$ cat config.mk
export PLATFORM = sky130hd
export DESIGN_NAME = sscfg_loader
export DESIGN_NICKNAME = d
export VERILOG_FILES = /design/src/rtl/sscfg_pkg.sv /design/src/rtl/sscfg_timer.sv /design/src/rtl/sscfg_shifter.sv /design/src/rtl/sscfg_ctrl.sv /design/src/rtl/sscfg_loader.sv
export SDC_FILE = /design/constraint.sdc
export NUM_CORES = 1
export LEC_CHECK = 0
export BUFFER_PORTS_ARGS = -buffer_cell sky130_fd_sc_hd__clkbuf_2
export CORE_ASPECT_RATIO = 1.4
export CORE_MARGIN = 4
export CORE_UTILIZATION = 55
export CTS_CLUSTER_DIAMETER = 30
export DETAILED_ROUTE_END_ITERATION = 16
export PLACE_DENSITY = 0.75
export SLEW_MARGIN = 40
export SYNTH_ARGS = -nofsm -noshare
export SYNTH_HDL_FRONTEND = slang
export SYNTH_SLANG_ARGS = --single-unit
$ cat constraint.sdc
create_clock -name clk -period 4.04 [get_ports clk]
set_input_delay 0.606 -clock clk [delete_from_list [all_inputs] [get_ports clk]]
set_output_delay 0.606 -clock clk [all_outputs]
set_load 0.02 [all_outputs]
$ cat src/rtl/sscfg_pkg.sv
package sscfg_pkg;

  typedef enum logic [2:0] {
    ST_IDLE  = 3'd0,
    ST_PROG  = 3'd1,
    ST_CLEAR = 3'd2,
    ST_FETCH = 3'd3,
    ST_SHIFT = 3'd4,
    ST_POST  = 3'd5
  } cfg_state_e;

  // Slot order within one bit; the order is the wire protocol.
  typedef enum logic [1:0] {
    SL_SETUP = 2'd0,
    SL_HI_A  = 2'd1,
    SL_HI_B  = 2'd2,
    SL_FALL  = 2'd3
  } slot_e;

  localparam int unsigned SLOTS_PER_BIT = 4;

endpackage

$ cat src/rtl/sscfg_timer.sv
module sscfg_timer #(
  parameter int unsigned TW = 8
) (
  input  logic          clk,
  input  logic          rst,
  input  logic          load,
  input  logic [TW-1:0] init,
  output logic          expired
);

  logic [TW-1:0] cnt_q;

  // A load of N keeps the owning state alive for exactly N cycles.
  always_ff @(posedge clk) begin
    if (rst) begin
      cnt_q <= '0;
    end else if (load) begin
      cnt_q <= init - 1'b1;
    end else if (cnt_q != '0) begin
      cnt_q <= cnt_q - 1'b1;
    end
  end

  assign expired = (cnt_q == '0);

  AST_TMR_NONZERO_LOAD: assert property (@(posedge clk) disable iff (rst)
    load |-> (init != '0));

endmodule

$ cat src/rtl/sscfg_shifter.sv
module sscfg_shifter
  import sscfg_pkg::*;
#(
  parameter int unsigned DW       = 8,
  parameter int unsigned SLOT_CYC = 4
) (
  input  logic          clk,
  input  logic          rst,
  input  logic          load,
  input  logic [DW-1:0] byte_i,
  output logic          cclk_o,
  output logic          din_o,
  output logic          active_o,
  output logic          last_tick_o
);

  localparam int unsigned BW = (DW > 1) ? $clog2(DW) : 1;
  localparam int unsigned SW = (SLOT_CYC > 1) ? $clog2(SLOT_CYC) : 1;
  localparam logic [SW-1:0] SUB_LAST = SW'(SLOT_CYC - 1);
  localparam logic [BW-1:0] BIT_TOP  = BW'(DW - 1);

  logic [DW-1:0] sh_q;
  logic [BW-1:0] bit_q;
  slot_e         slot_q;
  logic [SW-1:0] sub_q;
  logic          act_q;
  logic          cclk_q;
  logic          din_q;
  logic          sub_end;

  assign sub_end     = (sub_q == SUB_LAST);
  assign last_tick_o = act_q && sub_end && (slot_q == SL_FALL) && (bit_q == '0);

  always_ff @(posedge clk) begin
    if (rst) begin
      sh_q   <= '0;
      bit_q  <= '0;
      slot_q <= SL_SETUP;
      sub_q  <= '0;
      act_q  <= 1'b0;
      cclk_q <= 1'b0;
      din_q  <= 1'b0;
    end else if (load) begin
      sh_q   <= byte_i;
      bit_q  <= BIT_TOP;
      slot_q <= SL_SETUP;
      sub_q  <= '0;
      act_q  <= 1'b1;
      cclk_q <= 1'b0;
      din_q  <= byte_i[DW-1];
    end else if (act_q) begin
      if (!sub_end) begin
        sub_q <= sub_q + 1'b1;
      end else begin
        sub_q <= '0;
        unique case (slot_q)
          SL_SETUP: begin
            slot_q <= SL_HI_A;
            cclk_q <= 1'b1;
          end
          SL_HI_A: begin
            slot_q <= SL_HI_B;
          end
          SL_HI_B: begin
            slot_q <= SL_FALL;
            cclk_q <= 1'b0;
          end
          SL_FALL: begin
            slot_q <= SL_SETUP;
            if (bit_q == '0) begin
              act_q <= 1'b0;
              din_q <= 1'b0;
            end else begin
              bit_q <= bit_q - 1'b1;
              sh_q  <= {sh_q[DW-2:0], 1'b0};
              din_q <= sh_q[DW-2];
            end
          end
          default: slot_q <= SL_SETUP;
        endcase
      end
    end
  end

  assign cclk_o   = cclk_q;
  assign din_o    = din_q;
  assign active_o = act_q;

  AST_CCLK_TWO_CYCLES: assert property (@(posedge clk) disable iff (rst)
    $rose(cclk_q) |=> cclk_q);
  AST_DIN_HELD_HIGH: assert property (@(posedge clk) disable iff (rst)
    (cclk_q && $past(cclk_q)) |-> $stable(din_q));
  AST_LOAD_WHEN_IDLE: assert property (@(posedge clk) disable iff (rst)
    load |-> !act_q);
  AST_CCLK_ONLY_ACTIVE: assert property (@(posedge clk) disable iff (rst)
    cclk_q |-> act_q);

endmodule

$ cat src/rtl/sscfg_ctrl.sv
module sscfg_ctrl
  import sscfg_pkg::*;
#(
  parameter int unsigned TW        = 8,
  parameter int unsigned PROG_CYC  = 4,
  parameter int unsigned CLEAR_CYC = 16,
  parameter int unsigned POST_CYC  = 16
) (
  input  logic          clk,
  input  logic          rst,
  input  logic          start_i,
  input  logic          valid_i,
  input  logic          last_i,
  input  logic          done_i,
  input  logic          t_zero,
  input  logic          byte_end,
  output logic          t_load,
  output logic [TW-1:0] t_val,
  output logic          s_load,
  output logic          ready_o,
  output logic          prog_n_o,
  output logic          cs_o,
  output logic          busy_o,
  output logic          ok_o,
  output logic          fail_clear_o,
  output logic          fail_stuck_o
);

  localparam logic [TW-1:0] V_PROG  = TW'(PROG_CYC);
  localparam logic [TW-1:0] V_CLEAR = TW'(CLEAR_CYC);
  localparam logic [TW-1:0] V_POST  = TW'(POST_CYC);

  cfg_state_e st_q, nxt;
  logic       last_q;
  logic       ready_q, prog_n_q, cs_q, busy_q;
  logic       ok_q, fc_q, fs_q;
  logic       go, set_ok, set_fc, set_fs;

  assign go = (st_q == ST_IDLE) && start_i;

  always_comb begin
    nxt    = st_q;
    t_load = 1'b0;
    t_val  = '0;
    s_load = 1'b0;
    set_ok = 1'b0;
    set_fc = 1'b0;
    set_fs = 1'b0;
    unique case (st_q)
      ST_IDLE: begin
        if (start_i) begin
          nxt    = ST_PROG;
          t_load = 1'b1;
          t_val  = V_PROG;
        end
      end
      ST_PROG: begin
        if (t_zero) begin
          nxt    = ST_CLEAR;
          t_load = 1'b1;
          t_val  = V_CLEAR;
        end
      end
      ST_CLEAR: begin
        if (t_zero) begin
          if (done_i) begin
            nxt    = ST_IDLE;
            set_fc = 1'b1;
          end else begin
            nxt = ST_FETCH;
          end
        end
      end
      ST_FETCH: begin
        if (valid_i && ready_q) begin
          nxt    = ST_SHIFT;
          s_load = 1'b1;
        end
      end
      ST_SHIFT: begin
        if (byte_end) begin
          if (last_q) begin
            nxt    = ST_POST;
            t_load = 1'b1;
            t_val  = V_POST;
          end else begin
            nxt = ST_FETCH;
          end
        end
      end
      ST_POST: begin
        if (t_zero) begin
          nxt = ST_IDLE;
          if (done_i) set_ok = 1'b1;
          else        set_fs = 1'b1;
        end
      end
      default: nxt = ST_IDLE;
    endcase
  end

  always_ff @(posedge clk) begin
    if (rst) begin
      st_q     <= ST_IDLE;
      last_q   <= 1'b0;
      ready_q  <= 1'b0;
      prog_n_q <= 1'b1;
      cs_q     <= 1'b0;
      busy_q   <= 1'b0;
      ok_q     <= 1'b0;
      fc_q     <= 1'b0;
      fs_q     <= 1'b0;
    end else begin
      st_q     <= nxt;
      ready_q  <= (nxt == ST_FETCH);
      prog_n_q <= (nxt != ST_PROG);
      cs_q     <= (nxt != ST_IDLE);
      busy_q   <= (nxt != ST_IDLE);
      if (s_load) last_q <= last_i;
      if (go) begin
        ok_q <= 1'b0;
        fc_q <= 1'b0;
        fs_q <= 1'b0;
      end else begin
        if (set_ok) ok_q <= 1'b1;
        if (set_fc) fc_q <= 1'b1;
        if (set_fs) fs_q <= 1'b1;
      end
    end
  end

  assign ready_o      = ready_q;
  assign prog_n_o     = prog_n_q;
  assign cs_o         = cs_q;
  assign busy_o       = busy_q;
  assign ok_o         = ok_q;
  assign fail_clear_o = fc_q;
  assign fail_stuck_o = fs_q;

  AST_PROG_UNDER_CS: assert property (@(posedge clk) disable iff (rst)
    !prog_n_q |-> cs_q);
  AST_CLEAR_FAIL_ENDS: assert property (@(posedge clk) disable iff (rst)
    $rose(fc_q) |-> (!busy_q && !cs_q));
  AST_READY_IN_LOAD: assert property (@(posedge clk) disable iff (rst)
    ready_q |-> (busy_q && prog_n_q));
  AST_OK_AT_END: assert property (@(posedge clk) disable iff (rst)
    $rose(ok_q) |-> !busy_q);
  AST_STUCK_AT_END: assert property (@(posedge clk) disable iff (rst)
    $rose(fs_q) |-> !busy_q);
  AST_STATUS_EXCL: assert property (@(posedge clk) disable iff (rst)
    $onehot0({ok_q, fc_q, fs_q}));
  AST_START_IGNORED: assert property (@(posedge clk) disable iff (rst)
    (busy_q && prog_n_q && start_i) |=> prog_n_q);

endmodule

$ cat src/rtl/sscfg_loader.sv
module sscfg_loader
  import sscfg_pkg::*;
#(
  parameter int unsigned DW        = 8,
  parameter int unsigned SLOT_CYC  = 4,
  parameter int unsigned PROG_CYC  = 100,
  parameter int unsigned CLEAR_CYC = 5_000_000,
  parameter int unsigned POST_CYC  = 10_000_000
) (
  input  logic          clk,
  input  logic          rst,
  input  logic          start_i,
  input  logic [DW-1:0] data_i,
  input  logic          valid_i,
  input  logic          last_i,
  output logic          ready_o,
  input  logic          done_i,
  output logic          prog_n_o,
  output logic          cclk_o,
  output logic          din_o,
  output logic          cs_o,
  output logic          busy_o,
  output logic          ok_o,
  output logic          fail_clear_o,
  output logic          fail_stuck_o
);

  localparam int unsigned MAX_AB = (PROG_CYC > CLEAR_CYC) ? PROG_CYC : CLEAR_CYC;
  localparam int unsigned MAX_D  = (MAX_AB > POST_CYC) ? MAX_AB : POST_CYC;
  localparam int unsigned TW     = $clog2(MAX_D + 1);

  logic          t_load, t_zero, s_load, s_active, s_last;
  logic [TW-1:0] t_val;

  sscfg_timer #(.TW(TW)) u_timer (
    .clk     (clk),
    .rst     (rst),
    .load    (t_load),
    .init    (t_val),
    .expired (t_zero)
  );

  sscfg_shifter #(.DW(DW), .SLOT_CYC(SLOT_CYC)) u_shift (
    .clk         (clk),
    .rst         (rst),
    .load        (s_load),
    .byte_i      (data_i),
    .cclk_o      (cclk_o),
    .din_o       (din_o),
    .active_o    (s_active),
    .last_tick_o (s_last)
  );

  sscfg_ctrl #(
    .TW        (TW),
    .PROG_CYC  (PROG_CYC),
    .CLEAR_CYC (CLEAR_CYC),
    .POST_CYC  (POST_CYC)
  ) u_ctrl (
    .clk          (clk),
    .rst          (rst),
    .start_i      (start_i),
    .valid_i      (valid_i),
    .last_i       (last_i),
    .done_i       (done_i),
    .t_zero       (t_zero),
    .byte_end     (s_last),
    .t_load       (t_load),
    .t_val        (t_val),
    .s_load       (s_load),
    .ready_o      (ready_o),
    .prog_n_o     (prog_n_o),
    .cs_o         (cs_o),
    .busy_o       (busy_o),
    .ok_o         (ok_o),
    .fail_clear_o (fail_clear_o),
    .fail_stuck_o (fail_stuck_o)
  );

  AST_READY_CCLK_LOW: assert property (@(posedge clk) disable iff (rst)
    ready_o |-> (!cclk_o && !s_active));
  AST_CCLK_UNDER_CS: assert property (@(posedge clk) disable iff (rst)
    cclk_o |-> (cs_o && prog_n_o));

endmodule

---- After elaboration in Yosys (flattened, before gate mapping) ----
Cells that the tools add are included.
word-level totals
  register bits after elaboration ......... 51
  output and inout bits ................... 9
  input port bits ......................... 14
  word-level logic and storage cells ...... 107
operators by class
  mux-type cells .......................... 53
  equal/unequal tests ..................... 12
  reductions and logical operators ........ 22
  $add $sub $neg .......................... 4
operator list
  operator                                                                  number
  24-bit 2-to-1 mux                                                         4
  24-bit one-hot mux with 3 select lines                                    1
  24-bit by 1-bit subtractor with 24-bit output (second input constant)     2
  7-bit 2-to-1 mux                                                          6
  3-bit 2-to-1 mux                                                          12
  24-bit zero test                                                          1
  24-bit nonzero test                                                       1
  1-bit 2-to-1 mux                                                          23
  23-bit 2-to-1 mux                                                         1
  3-bit one-hot mux with 6 select lines                                     1
  2-bit nonzero test                                                        5
  3-bit by 2-bit == test with 1-bit output (second input constant)          3
  2-bit one-hot mux with 4 select lines                                     1
  2-bit == test (second input constant)                                     3
  3-bit == test (second input constant)                                     2
  3-bit zero test                                                           2
  3-bit AND reduction                                                       2
  1-bit logical AND                                                         5
  2-bit 2-to-1 mux                                                          2
  4-bit AND reduction                                                       1
  2-bit OR reduction                                                        2
  3-bit by 1-bit == test with 1-bit output (second input constant)          1
  3-bit by 1-bit inequality test with 1-bit output (second input constant)  1
  1-bit one-hot mux with 3 select lines                                     1
  8 further kinds                                                           8

---- Logic depth before layout (Yosys ltp) ----
  depth after elaboration ................. 8
  gate-level depth with buffers ........... 15
  gate-level depth less buffers ........... 12

---- By module ----
From an unflattened synthesis, not the netlist that was laid out.
unflattened totals
  cell total of the unflattened synthesis .. 370
  area total of the unflattened synthesis .. 3,263.1 µm²
by module, submodules not included
  module         times used  sequential area each (µm²)  area each (µm²)  cells an instance
  sscfg_timer    1           480.5                       1,671.6          192
  sscfg_shifter  1           340.3                       898.4            98
  sscfg_ctrl     1           200.2                       693.2            80

---- Worst setup path before layout ----
No wires, ideal clock.
  path type ............................... reg2reg
  start ................................... register u_shift.sub_q[0]
  end ..................................... register u_timer.cnt_q[18]
  data required time ...................... 3.966 ns
  buffers on the path ..................... 3
  clock period less this slack ............ 3.143 ns
  data arrival time ....................... 3.069 ns
  library setup time ...................... 0.074 ns
  slack ................................... 0.897 ns
  stages on the path, launching flop included .. 15
  path through ............................ dfxtp_1 ha_1 and4b_1 clkbuf_1 and3_1 buf_2 nor2_1 buf_2 nand2_1 ha_1 nor4b_2 nand3_2 or2_0 or4_1 a31oi_1
on the way
  cells in the longest elaborated chain, start to end .. 8
  elaborated cells between the ends (all ways) .. 11
  those cells by class .................... add/sub: 1; eq/ne: 1; mux: 5; reduce/logical: 4
ends and longest elaborated chain
  what                                           line                 text
  start: declaration                             sscfg_shifter.sv:25  logic [SW-1:0] sub_q;
  start signal: assignment                       sscfg_shifter.sv:53  sub_q <= sub_q + 1'b1;
  2-bit == test (*)                              sscfg_shifter.sv:31  assign sub_end = (sub_q == SUB_LAST);
  1-bit logical AND (*) (3 in a row)             sscfg_shifter.sv:32  assign last_tick_o = act_q && sub_end && (slot_q == SL_FALL) && (bit_q == '0);
  24-bit 2-to-1 mux                              sscfg_ctrl.sv:81     if (byte_end) begin
  24-bit one-hot mux with 3 select lines         sscfg_ctrl.sv:49     unique case (st_q)
  24-bit by 1-bit subtractor with 24-bit output  sscfg_timer.sv:18    cnt_q <= init - 1'b1;
  24-bit 2-to-1 mux                              sscfg_timer.sv:17    end else if (load) begin
  end signal: assignment                         sscfg_timer.sv:18
  end signal: assignment                         sscfg_timer.sv:20    cnt_q <= cnt_q - 1'b1;
  end: declaration                               sscfg_timer.sv:11    logic [TW-1:0] cnt_q;
Every way passes the cells marked *; elsewhere a longest branch is shown, timed or not.
A chain may end at the register's enable or synchronous reset.

---- Worst setup path after layout ----
Ends and elaborated chain as after synthesis.

==> report_table.html <==
<table>
<tr><th>Metric</th><th>Value</th></tr>
<tr><th colspan="2">Outcome</th></tr>
<tr><td>Run status</td><td>completed</td></tr>
<tr><th colspan="2">Critical path</th></tr>
<tr><td>Terminus of the critical flop-to-flop path</td><td>u_timer.cnt_q[18]</td></tr>
<tr><td>Critical path endpoint category</td><td>flip-flop</td></tr>
<tr><td>Reg-to-reg slack, setup</td><td>810 ps</td></tr>
<tr><td>Data required time at the worst endpoint</td><td>~4300 ps</td></tr>
<tr><td>Source of the worst register-to-register timing path</td><td>u_shift.sub_q[0]</td></tr>
<tr><td>First element of the critical path</td><td>u_shift.sub_q[0]</td></tr>
<tr><td>CP Max Fanout</td><td>7</td></tr>
<tr><td>Startpoint type of the worst setup path</td><td>flip-flop</td></tr>
<tr><td>Data arrival time of the critical path</td><td>~3500 ps</td></tr>
<tr><td>Last element of the critical path</td><td>u_timer.cnt_q[18]</td></tr>
<tr><td>Number of cells on the worst reg-to-reg path</td><td>11</td></tr>
<tr><td>Startpoint-to-endpoint class of the critical path</td><td>flip-flop to flip-flop</td></tr>
<tr><th colspan="2">Pwr</th></tr>
<tr><td>Share of power burned in the clock network</td><td>14.9%</td></tr>
<tr><td>Worst-case vdd ir drop</td><td>0.501 mV</td></tr>
<tr><td>Part of the total power dissipated in sequential elements</td><td>36.2%</td></tr>
<tr><td>Net switching power figure</td><td>933 uW</td></tr>
<tr><td>Pleak</td><td>0.00106 uW</td></tr>
<tr><td>Final Total Pwr</td><td>approximately 2100 uW</td></tr>
<tr><td>Cell area power density</td><td>723 nW/um^2</td></tr>
<tr><td>Sw frac</td><td>between 40% and 50%</td></tr>
<tr><td>Combinational fraction of design power</td><td>49.0%</td></tr>
<tr><td>Int Pwr</td><td>approximately 1200 uW</td></tr>
<tr><th colspan="2">Finish</th></tr>
<tr><td>Number of antenna cells inserted</td><td>0</td></tr>
<tr><td>Sequential cell area</td><td>1020 sq um</td></tr>
<tr><td>Growth of design area from synthesis to finish</td><td>8.44%</td></tr>
<tr><td>Top library cells by usage in the layout, fill and taps aside</td><td>51 x sky130_fd_sc_hd__dfxtp_1, 29 x sky130_fd_sc_hd__nor2_1, 23 x sky130_fd_sc_hd__a21oi_1</td></tr>
<tr><td>Finished Cell Area</td><td>2960 sq um</td></tr>
<tr><td>Number of fillers in the final layout</td><td>431</td></tr>
<tr><td>Fraction of layout cells with a size suffix above 1</td><td>15.3%</td></tr>
<tr><td>Area used by multi-input combinational logic</td><td>~1600 sq um</td></tr>
<tr><td>Final core utilization</td><td>between 60% and 70%</td></tr>
<tr><td>Total number of nets in the final design</td><td>347</td></tr>
<tr><td>Most common cell after layout, fill and taps aside</td><td>sky130_fd_sc_hd__dfxtp_1</td></tr>
<tr><th colspan="2">Synthesis</th></tr>
<tr><td>Most used DFF post-synth</td><td>sky130_fd_sc_hd__dfxtp_1</td></tr>
<tr><td>Number of enable flip-flop cells after synthesis</td><td>0</td></tr>
<tr><td>Yosys warning total</td><td>0</td></tr>
<tr><td>Sequential cell area fraction in the yosys report</td><td>37.4%</td></tr>
<tr><td>Cell area after synthesis</td><td>2730 sq um</td></tr>
<tr><td>Yosys reg bits</td><td>51</td></tr>
<tr><td>Share of flip-flops with an asynchronous set or reset</td><td>0%</td></tr>
<tr><td>Syn_nets</td><td>335</td></tr>
<tr><td>Unique masters post-synth</td><td>62</td></tr>
<tr><td>Number of instances in the synthesized netlist</td><td>between 300 and 400</td></tr>
<tr><td>Average footprint of a synthesized cell</td><td>8.71 sq um</td></tr>
<tr><th colspan="2">Clocking</th></tr>
<tr><td>CTS buffer count</td><td>5</td></tr>
<tr><td>Clock tree from TritonCTS</td><td>yes</td></tr>
<tr><td>Hold bufs inserted after CTS</td><td>0</td></tr>
<tr><td>Total setup buffers inserted after CTS</td><td>0</td></tr>
<tr><td>Number of gates resized after cts</td><td>0</td></tr>
<tr><td>Maximum level of the CTS H-tree</td><td>2</td></tr>
<tr><td>Bufs on Longest Clock Path</td><td>2</td></tr>
<tr><td>Num Clock Sinks</td><td>51</td></tr>
<tr><td>Clock insertion delay at the later pin of the skew report</td><td>310 ps</td></tr>
<tr><td>Clock root buffer</td><td>sky130_fd_sc_hd__clkbuf_8</td></tr>
<tr><td>Clock input transition at the sequential cells of the worst setup and hold paths</td><td>90 ps</td></tr>
<tr><th colspan="2">Floorplanning</th></tr>
<tr><td>Total number of placement rows</td><td>30</td></tr>
<tr><td>Y dimension of the die</td><td>91.3 um</td></tr>
<tr><td>Num ports</td><td>23</td></tr>
<tr><td>Floorplan die area</td><td>roughly 6000 sq um</td></tr>
<tr><td>Effective utilization at floorplan</td><td>a little under three fifths</td></tr>
<tr><td>Area of the core region</td><td>between 4000 and 5000 sq um</td></tr>
<tr><td>Width of the die</td><td>67.5 um</td></tr>
<tr><th colspan="2">STA</th></tr>
<tr><td>RSZ-0062 raised after global routing</td><td>no</td></tr>
<tr><td>Largest clock skew in the final design</td><td>between 3 and 4 ps</td></tr>
<tr><td>Max-slew headroom at the worst pin</td><td>42.9%</td></tr>
<tr><td>Final cycle utilization of the critical path</td><td>80.0%</td></tr>
<tr><td>Final setup violating endpoints</td><td>0</td></tr>
<tr><td>Slew Viols, Final</td><td>0</td></tr>
<tr><td>Final sum of negative setup slack</td><td>0 ps</td></tr>
<tr><td>Number of hold violations in the final report</td><td>0</td></tr>
<tr><td>Maximum clock frequency</td><td>310 MHz</td></tr>
<tr><td>Tightest hold margin</td><td>between 400 and 500 ps</td></tr>
<tr><td>Pin slew with the least headroom to its limit</td><td>between 800 and 900 ps</td></tr>
<tr><td>Shortest period the worst path allows</td><td>3230 ps</td></tr>
<tr><th colspan="2">Detailed routing</th></tr>
<tr><td>Count of antenna-violating nets left after detailed routing</td><td>0</td></tr>
<tr><td>Vias per cell</td><td>around 6.3</td></tr>
<tr><td>First-pass iteration count of the detailed router</td><td>4</td></tr>
<tr><td>Overall routed net length</td><td>6340 um</td></tr>
<tr><td>DRC viols</td><td>0</td></tr>
<tr><td>Detail-routed net length per standard cell</td><td>between 15 and 20 um</td></tr>
<tr><td>Number of DRC violations after detailed-routing iteration 0</td><td>109</td></tr>
<tr><td>Number of vias in the routed layout</td><td>about 2.4k</td></tr>
<tr><th colspan="2">GRT</th></tr>
<tr><td>First-pass GRT wire length</td><td>around 11000 um</td></tr>
<tr><td>Initial antenna violation count</td><td>0</td></tr>
<tr><td>Maximum number of pins on one net before global-route repair</td><td>36</td></tr>
<tr><td>Aggregate global routing overflow</td><td>0</td></tr>
<tr><td>Gr usage total</td><td>21.7%</td></tr>
<tr><td>Number of global-route vias before repair</td><td>approximately 2.4k</td></tr>
<tr><th colspan="2">Placement</th></tr>
<tr><td>Final weighted congestion in routability-driven placement</td><td>0.852</td></tr>
<tr><td>Number of I/O port buffers</td><td>22</td></tr>
<tr><td>DP Wirelength</td><td>4500 um</td></tr>
<tr><td>Placed Instance Area</td><td>2850 sq um</td></tr>
<tr><th colspan="2">Min path</th></tr>
<tr><td>Class of the tightest hold or removal check</td><td>flip-flop to flip-flop</td></tr>
<tr><th colspan="2">Run</th></tr>
<tr><td>Max Cap Viol</td><td>0</td></tr>
</table>
Yosys cell counts, types with 2 or more instances:
master | count | area [sq um]
sky130_fd_sc_hd__and3b_1 | 2 | 17.5
sky130_fd_sc_hd__inv_1 | 8 | 30.0
sky130_fd_sc_hd__or2_2 | 2 | 12.5
sky130_fd_sc_hd__a2111oi_0 | 3 | 26.3
sky130_fd_sc_hd__nor3b_1 | 3 | 22.5
sky130_fd_sc_hd__or3_1 | 3 | 18.8
sky130_fd_sc_hd__nor4_2 | 3 | 37.5
sky130_fd_sc_hd__buf_2 | 7 | 35.0
sky130_fd_sc_hd__nor3_1 | 15 | 75.1
sky130_fd_sc_hd__ha_1 | 8 | 100
sky130_fd_sc_hd__nand2_1 | 22 | 82.6
sky130_fd_sc_hd__dfxtp_1 | 51 | 1020
sky130_fd_sc_hd__nor4b_1 | 3 | 26.3
sky130_fd_sc_hd__and3_1 | 4 | 25.0
sky130_fd_sc_hd__xnor2_1 | 7 | 61.3
sky130_fd_sc_hd__and4_1 | 2 | 17.5
sky130_fd_sc_hd__a31oi_1 | 8 | 50.1
sky130_fd_sc_hd__clkbuf_1 | 10 | 37.5
sky130_fd_sc_hd__nand4_2 | 2 | 25.0
sky130_fd_sc_hd__nor4_1 | 7 | 43.8
sky130_fd_sc_hd__or4_1 | 5 | 37.5
sky130_fd_sc_hd__nor2b_1 | 3 | 18.8
sky130_fd_sc_hd__and2_1 | 2 | 12.5
sky130_fd_sc_hd__xor2_1 | 4 | 35.0
sky130_fd_sc_hd__o211ai_1 | 3 | 22.5
sky130_fd_sc_hd__o21ai_0 | 6 | 30.0
sky130_fd_sc_hd__nand4_1 | 2 | 12.5
sky130_fd_sc_hd__a211oi_1 | 9 | 67.6
sky130_fd_sc_hd__nor2_1 | 30 | 113
sky130_fd_sc_hd__a41oi_1 | 2 | 17.5
sky130_fd_sc_hd__mux2i_1 | 11 | 110
sky130_fd_sc_hd__nor4_4 | 2 | 42.5
sky130_fd_sc_hd__a21oi_1 | 23 | 115
sky130_fd_sc_hd__a22oi_1 | 2 | 15.0
sky130_fd_sc_hd__nand3_1 | 12 | 60.1
worst min-delay path by stage:
stage                              endpoint  cells past startpoint         startpoint  slack [ps]
after floorplan            u_timer.cnt_q[0]                      1   u_timer.cnt_q[0]         440
after global placement     u_timer.cnt_q[0]                      1   u_timer.cnt_q[0]         470
after detailed placement   u_timer.cnt_q[0]                      1   u_timer.cnt_q[0]         480
after CTS                  u_timer.cnt_q[0]                      1   u_timer.cnt_q[0]         500
after global routing      u_timer.cnt_q[23]                      2  u_timer.cnt_q[23]         520
final                      u_timer.cnt_q[0]                      1   u_timer.cnt_q[0]         500
layer usage:
layer	GRT usage, %	wire length, um	up-vias
li1	-	-	1189
met1	24.5	2490	1153
met2	37.0	3290	78
met3	4.58	339	21
met4	11.0	227	0
met5	0	0	-
power by group through the flow:
| stage | Clock, uW | Sequential [uW] | Combinational, uW |
|---|---|---|---|
| CTS | 328 | 768 | 1040 |
| finish | 318 | 773 | 1050 |
| global placement | 0 | 776 | 1020 |
| global route | 347 | 790 | 1160 |
| floorplan | 0 | 746 | 833 |
| detailed placement | 0 | 780 | 1030 |
cells by family after synthesis:
kind of cell,synth area share (%)
simple gates,30.3
mux,4.86
buf+inv,4.59
xor+xnor,3.53
fa+ha+maj,3.67
compound gates,15.6
flops,37.4
worst max-delay path, cell delays in order (launching register included):
cell and delay (ps):
sky130_fd_sc_hd__dfxtp_1 370, sky130_fd_sc_hd__ha_1 230, sky130_fd_sc_hd__and4b_1 310, sky130_fd_sc_hd__and3_1 220, sky130_fd_sc_hd__nor2_1 90, sky130_fd_sc_hd__nand2_1 90, sky130_fd_sc_hd__ha_1 250, sky130_fd_sc_hd__nor4b_2 480
sky130_fd_sc_hd__nand3_2 240, sky130_fd_sc_hd__or2_0 290, sky130_fd_sc_hd__or4_1 390, sky130_fd_sc_hd__a31oi_1 180
registers in the layout (all words and copies together), names as in the netlist:
signal               flops
u_ctrl.ready_o           1
u_shift.bit_q            3
u_ctrl.prog_n_o          1
u_ctrl.last_q            1
u_shift.din_o            1
u_shift.active_o         1
u_ctrl.st_q              3
u_shift.slot_q           2
u_shift.cclk_o           1
u_ctrl.fail_clear_o      1
u_timer.cnt_q           24
u_ctrl.cs_o              1
u_shift.sh_q             7
u_shift.sub_q            2
u_ctrl.fail_stuck_o      1
u_ctrl.ok_o              1
cell type report:
class / count / area share, %
clock buffer: 7 / 3.26
clock inverter: 1 / 0.254
timing repair buffer: 25 / 4.48
tap: 64 / 2.71
multi-input combinational: 234 / 53.8
inverter: 8 / 1.02
sequential: 51 / 34.5
stage by stage:
stage | setup WS, ps | cells
3_3_place_gp | 1040 | 382
3_5_place_dp | 894 | 382
4_1_cts | 834 | 390
6_report | 810 | 390
5_1_grt | 526 | 390
2_1_floorplan | 897 | 313
Note: power is estimated with default switching activity, not from simulation.
